<file path="config.mk">
export PLATFORM = sky130hd
export DESIGN_NAME = busCycleCtl
export DESIGN_NICKNAME = d
export VERILOG_FILES = /design/src/rtl/busCyclePkg.sv /design/src/rtl/busCycleFsm.sv /design/src/rtl/busCycleDpath.sv /design/src/rtl/busCycleCtl.sv
export SDC_FILE = /design/constraint.sdc
export NUM_CORES = 1
export LEC_CHECK = 0
export BUFFER_PORTS_ARGS = -buffer_cell sky130_fd_sc_hd__buf_2
export CAP_MARGIN = 20
export CORE_MARGIN = 10
export CORE_UTILIZATION = 40
export CTS_BUF_LIST = sky130_fd_sc_hd__clkbuf_16
export CTS_CLUSTER_DIAMETER = 120
export DETAILED_ROUTE_END_ITERATION = 16
export PLACE_DENSITY = 0.7
export SLEW_MARGIN = 20
export SYNTH_ARGS = -nofsm -noshare
export SYNTH_HDL_FRONTEND = slang
export SYNTH_SLANG_ARGS = --single-unit
</file>
<file path="constraint.sdc">
create_clock -name clk -period 1.6 [get_ports clk]
set_input_delay 0.08 -clock clk [delete_from_list [all_inputs] [get_ports clk]]
set_output_delay 0.08 -clock clk [all_outputs]
set_load 0.005 [all_outputs]
</file>
<file path="src/rtl/busCyclePkg.sv">
package busCyclePkg;

  typedef enum logic [2:0] {
    CYC_FETCH = 3'd0,
    CYC_MEMRD = 3'd1,
    CYC_MEMWR = 3'd2,
    CYC_IORD  = 3'd3,
    CYC_IOWR  = 3'd4
  } cycKind_e;

  typedef enum logic [2:0] {
    ST_IDLE,
    ST_T1,
    ST_T2,
    ST_TW,
    ST_T3,
    ST_T4
  } busState_e;

  // control -> datapath strobes
  typedef struct packed {
    logic load;       // take the request fields
    logic addrPhase;  // first state: address on shared lines
    logic xferPhase;  // strobe states (T2, waits, T3)
    logic capture;    // store the read byte
    logic active;     // a transfer is in progress
  } busStrobe_t;

  function automatic logic kindValid(input logic [2:0] k);
    return k <= CYC_IOWR;
  endfunction

  function automatic logic kindRead(input logic [2:0] k);
    return (k == CYC_FETCH) || (k == CYC_MEMRD) || (k == CYC_IORD);
  endfunction

  function automatic logic kindWrite(input logic [2:0] k);
    return (k == CYC_MEMWR) || (k == CYC_IOWR);
  endfunction

  function automatic logic kindIo(input logic [2:0] k);
    return (k == CYC_IORD) || (k == CYC_IOWR);
  endfunction

endpackage

</file>
<file path="src/rtl/busCycleFsm.sv">
module busCycleFsm
  import busCyclePkg::*;
(
  input  logic       clk,
  input  logic       rstN,
  input  logic       reqValid,
  input  logic [2:0] reqKind,
  input  logic       ready,
  output busStrobe_t strb,
  output logic       cycleDone
);

  busState_e state, stateNext;
  logic      fetchQ;
  logic      take;

  assign take = (state == ST_IDLE) && reqValid && kindValid(reqKind);

  always_comb begin
    stateNext = state;
    unique case (state)
      ST_IDLE: if (take) stateNext = ST_T1;
      ST_T1:   stateNext = ST_T2;
      ST_T2,
      ST_TW:   stateNext = ready ? ST_T3 : ST_TW;
      ST_T3:   stateNext = fetchQ ? ST_T4 : ST_IDLE;
      ST_T4:   stateNext = ST_IDLE;
      default: stateNext = ST_IDLE;
    endcase
  end

  always_ff @(posedge clk) begin
    if (!rstN) begin
      state     <= ST_IDLE;
      fetchQ    <= 1'b0;
      cycleDone <= 1'b0;
    end else begin
      state     <= stateNext;
      cycleDone <= ((state == ST_T3) && !fetchQ) || (state == ST_T4);
      if (take) fetchQ <= (reqKind == CYC_FETCH);
    end
  end

  always_comb begin
    strb.load      = take;
    strb.addrPhase = (state == ST_T1);
    strb.xferPhase = (state == ST_T2) || (state == ST_TW) || (state == ST_T3);
    strb.capture   = (state == ST_T3);
    strb.active    = (state != ST_IDLE);
  end

endmodule

</file>
<file path="src/rtl/busCycleDpath.sv">
module busCycleDpath
  import busCyclePkg::*;
#(
  parameter int ADDR_W = 16,
  parameter int DATA_W = 8
) (
  input  logic                     clk,
  input  logic                     rstN,
  input  busStrobe_t               strb,
  input  logic [2:0]               reqKind,
  input  logic [ADDR_W-1:0]        reqAddr,
  input  logic [DATA_W-1:0]        reqWdata,
  input  logic [DATA_W-1:0]        adIn,
  output logic [DATA_W-1:0]        rdData,
  output logic [ADDR_W-DATA_W-1:0] addrHi,
  output logic [DATA_W-1:0]        adOut,
  output logic                     adOe,
  output logic                     ale,
  output logic                     rdN,
  output logic                     wrN,
  output logic                     ioM,
  output logic                     s1,
  output logic                     s0
);

  localparam int HI_W = ADDR_W - DATA_W;

  logic [2:0]        kindQ;
  logic [ADDR_W-1:0] addrQ;
  logic [DATA_W-1:0] wdataQ;
  logic              isRd, isWr, isIo, isFetch;

  always_ff @(posedge clk) begin
    if (!rstN) begin
      kindQ  <= CYC_FETCH;
      addrQ  <= '0;
      wdataQ <= '0;
      rdData <= '0;
    end else begin
      if (strb.load) begin
        kindQ  <= reqKind;
        addrQ  <= reqAddr;
        wdataQ <= reqWdata;
      end
      if (strb.capture && isRd) rdData <= adIn;
    end
  end

  assign isRd    = kindRead(kindQ);
  assign isWr    = kindWrite(kindQ);
  assign isIo    = kindIo(kindQ);
  assign isFetch = (kindQ == CYC_FETCH);

  // port kinds repeat the port number on the high lines
  assign addrHi = isIo ? HI_W'(addrQ[DATA_W-1:0]) : addrQ[ADDR_W-1:DATA_W];
  assign adOut  = strb.addrPhase ? addrQ[DATA_W-1:0] : wdataQ;
  assign adOe   = strb.addrPhase || (strb.xferPhase && isWr);
  assign ale    = strb.addrPhase;
  assign rdN    = !(strb.xferPhase && isRd);
  assign wrN    = !(strb.xferPhase && isWr);
  assign ioM    = strb.active && isIo;
  assign s1     = strb.active && (isFetch || isRd);
  assign s0     = strb.active && (isFetch || isWr);

endmodule

</file>
<file path="src/rtl/busCycleCtl.sv">
module busCycleCtl
  import busCyclePkg::*;
#(
  parameter int ADDR_W = 16,
  parameter int DATA_W = 8
) (
  input  logic                     clk,
  input  logic                     rstN,
  input  logic                     reqValid,
  input  logic [2:0]               reqKind,
  input  logic [ADDR_W-1:0]        reqAddr,
  input  logic [DATA_W-1:0]        reqWdata,
  output logic [DATA_W-1:0]        rdData,
  output logic                     cycleDone,
  output logic [ADDR_W-DATA_W-1:0] addrHi,
  output logic [DATA_W-1:0]        adOut,
  output logic                     adOe,
  input  logic [DATA_W-1:0]        adIn,
  output logic                     ale,
  output logic                     rdN,
  output logic                     wrN,
  output logic                     ioM,
  output logic                     s1,
  output logic                     s0,
  input  logic                     ready
);

  busStrobe_t strb;

  busCycleFsm uFsm (
    .clk       (clk),
    .rstN      (rstN),
    .reqValid  (reqValid),
    .reqKind   (reqKind),
    .ready     (ready),
    .strb      (strb),
    .cycleDone (cycleDone)
  );

  busCycleDpath #(.ADDR_W(ADDR_W), .DATA_W(DATA_W)) uDpath (
    .clk      (clk),
    .rstN     (rstN),
    .strb     (strb),
    .reqKind  (reqKind),
    .reqAddr  (reqAddr),
    .reqWdata (reqWdata),
    .adIn     (adIn),
    .rdData   (rdData),
    .addrHi   (addrHi),
    .adOut    (adOut),
    .adOe     (adOe),
    .ale      (ale),
    .rdN      (rdN),
    .wrN      (wrN),
    .ioM      (ioM),
    .s1       (s1),
    .s0       (s0)
  );

endmodule

</file>
==> flow_results.org <==
** Run status
- Outcome :: finished, violations left
- Violations in the final reports :: negative setup slack

** Clocking
- For this design, the CTS-stage hold fixing added 0 buffers.
- TritonCTS built the clock tree.
- Number of sinks driven by the clock tree :: 40
- The longest clock path from root to sink contains 2 buffers.
- Number of clock buffers inserted by TritonCTS :: 5
- After clock tree synthesis, the clock-pin slew on the worst setup and hold paths is 50 ps.
- Clk Latency, worst-skew pair :: 280 ps
- CTS placed an instance of clkbuf_16 at the clock tree root.
- H-Tree Depth :: 2

** Yosys
- Unique cell type count in the Yosys netlist :: 31
- Summing the sequential cell areas from Yosys gives 42.5% of the chip area.
- After synthesis, the share of flip-flops with an asynchronous set or reset is 0%.
- Post-synthesis sequential element count :: 40
- Averaged over all synthesized cells, the footprint is 9.02 um2.
- Of all cell types, the one taking the most synthesized area is dfxtp_1.
- Cell count after synthesis :: 209
- When the netlist entered floorplanning its net count stood at 248.
- Leading register cell type out of synthesis :: dfxtp_1
- Count of yosys warnings during synthesis :: 0
- After synthesis, the cell types taking the most area are dfxtp_1 42%, mux2i_1 19%, nand2_1 14%, mux2_1 4.8%, mux2_2 4.8%.
- Number of synthesized flops with an enable pin :: 0
- Fraction of synthesized cell area taken by the top area cell type :: 42.5%
- In this run the cell area of the synthesized design comes to 1890 um2.

** Placement
- Timing analysis after detailed placement gives a worst setup slack of around 100 ps.
- Input and output buffers added on the ports amount to 70.
- Final estimated routing congestion in global placement :: 0.778
- In this run, placement finished with an instance count of about 330.
- DP Area :: 2350 um2
- Post-DP HPWL :: 3.55 mm

** Routing
- Post-Route WL :: 5.04 mm
- The detailed router finished its first iteration with just over 90 violations.
- Ratio of routed vias to standard cells :: 4.91
- The first TritonRoute pass finished after 4 iterations.
- Post-detailed-route count of antenna-violating nets :: 0
- DR DRC count :: 0
- Total via count after detailed routing :: roughly 1700
- Routed wirelength normalized by instance count :: 14.7 um

** Setup path
- The worst setup path is of the reg2out kind.
- The worst setup path is launched from a flop.
- Along the worst path, the maximum fanout reaches 6.
- Data required, critical path :: 1520 ps
- Capturing element type of the critical path :: output pin
- Arrival time at the worst endpoint :: 1550 ps

** Global routing
- Maximum number of pins on one net before global-route repair :: 41
- Global-route usage over all layers :: roughly an eighth
- The initial antenna violation count was 0.
- Via count of the first global-routing pass :: 1681
- Overflow after GRT :: 0
- The first global-routing pass estimated just under 8 mm of wire.

** Finish
- Final net count :: 328
- Most common library cell in the layout ignoring fill and taps :: nand2_1
- Layout cells sized above 1 :: 41.7%
- In the layout the commonest cells are 72 x nand2_1, 55 x buf_2, 35 x mux2i_1.
- Post-layout utilization of the core :: between 60% and 70%
- After routing the design area is 2750 um2.
- From synthesis to final layout, the design area changed by 45.9%.
- The count of cells in the finished layout, fillers not included, comes to 342.
- The repair_antennas step left the layout with diodes totalling 0.

** Die
- The core region is 4440 um2.
- The die covers 7860 um2.
- For this design the top-level I/O count stands at 71.
- Cell Rows :: 24
- Die boundary width :: 88.7 um
- Effective utilization at floorplan :: 42.4%
- From bottom edge to top edge, the die measures 88.7 um.

** Run
- Across the run, the number of max-cap violations was 0.

** Pwr
- IR analysis of the VDD net gives a maximum drop of 510 uV.
- For this design the static power due to leakage is between 1 and 1.5 nW.
- Overall power :: 2.71 mW
- Power density over the cells :: 984 nW/um2

** Timing
- The final-report hold violation count was 0.
- The routed design could run at a clock period as short as 1630 ps.
- Setup violations remaining at the end of the flow were counted as 9.
- Setup repair after global routing missed its margin :: yes
- Setup slack on the critical path of the routed design comes to -32.9 ps.
- The clock arrives with 3.48 ps of skew.
- Final hold analysis gives a worst-case slack of 22.1 ps.
- Total negative setup slack :: -226 ps
- Final Max Slew Viols :: 0
- For the pin with the worst max-slew slack, the measured transition is 365 ps.
- After layout, the worst path uses 102% of the clock period.
- Worst relative slew slack :: 75.6%
- Maximum clock rate :: between 600 and 700 MHz

** Worst hold path
- Worst min path class :: in2reg
flip-flops by register name, indices dropped and copies added (netlist names):
register and cells:
uDpath.addrQ 16, uDpath.kindQ 3, uDpath.rdData 8, uDpath.wdataQ 8
uFsm.cycleDone 1, uFsm.fetchQ 1, uFsm.state 3
where the power goes:
group	total (mW)	internal, mW	switching (mW)
clock network	1.10	0.724	0.374
registers	1.10	1.05	0.0427
logic	0.510	0.292	0.219
path summary, 6_finish.rpt:
| kind | from | endpoint | slack [ps] | depth (start not counted) |
|---|---|---|---|---|
| worst max-delay path | uDpath.kindQ[0] | addrHi[5] | -30 | 5 |
| worst min-delay path | ready | uFsm.state[1] | 20 | 2 |
| worst max register to register | uFsm.state[2] | uDpath.rdData[0] | 70 | 5 |
| worst min register to register | uDpath.wdataQ[4] | uDpath.wdataQ[4] | 460 | 2 |
cells in the mapped netlist (2+ instances only):
cell	n
nand2_1	72
dfxtp_1	40
mux2i_1	35
mux2_1	8
mux2_2	8
clkbuf_1	7
nor2_1	5
buf_2	3
nor3_1	3
a211o_1	2
and3_1	2
buf_1	2
inv_1	2
nand2b_1	2
nor2b_1	2
area by class of cell:
type                    count  area, um2
clock buffers               5        125
clock inverters             3       37.5
fillers                   401       1690
inverters                   2       7.51
multi-input cells         153       1080
flip-flops and latches     40        816
well taps                  52       65.1
repair buffers             87        621
logic make-up (layout without fill, tap and decap cells):
kind of cell,after synthesis,in the layout,synth area share [%]
and+or+nand+nor,92,92,21.3
buffers and inverters,16,97,3.98
xor gates and xnor gates,1,1,0.465
muxes,51,51,28.1
AOI/OAI and AO/OA,9,9,3.65
DFF,40,40,42.5
critical path: stages, from the launching register on:
cell	delay, ps
dfxtp_2	350
and3b_1	180
a21oi_2	150
buf_4	170
mux2_4	310
buf_6	120
routing by layer:
layer	track usage (%)	part of all wire [%]	vias up
li1	-	-	856
met3	5.33	8.9	6
met5	0	0	-
met4	5.73	1.8	0
met1	14.4	44	765
met2	19.6	45	51
what timing repair did:
action | 4_1_cts | 5_1_grt
gates resized for setup | 26 | 19
setup buffers | 4 | 2
endpoints found under the setup margin | 19 | 17
cloned | 0 | 1
Power figures use the tool's default switching activity.
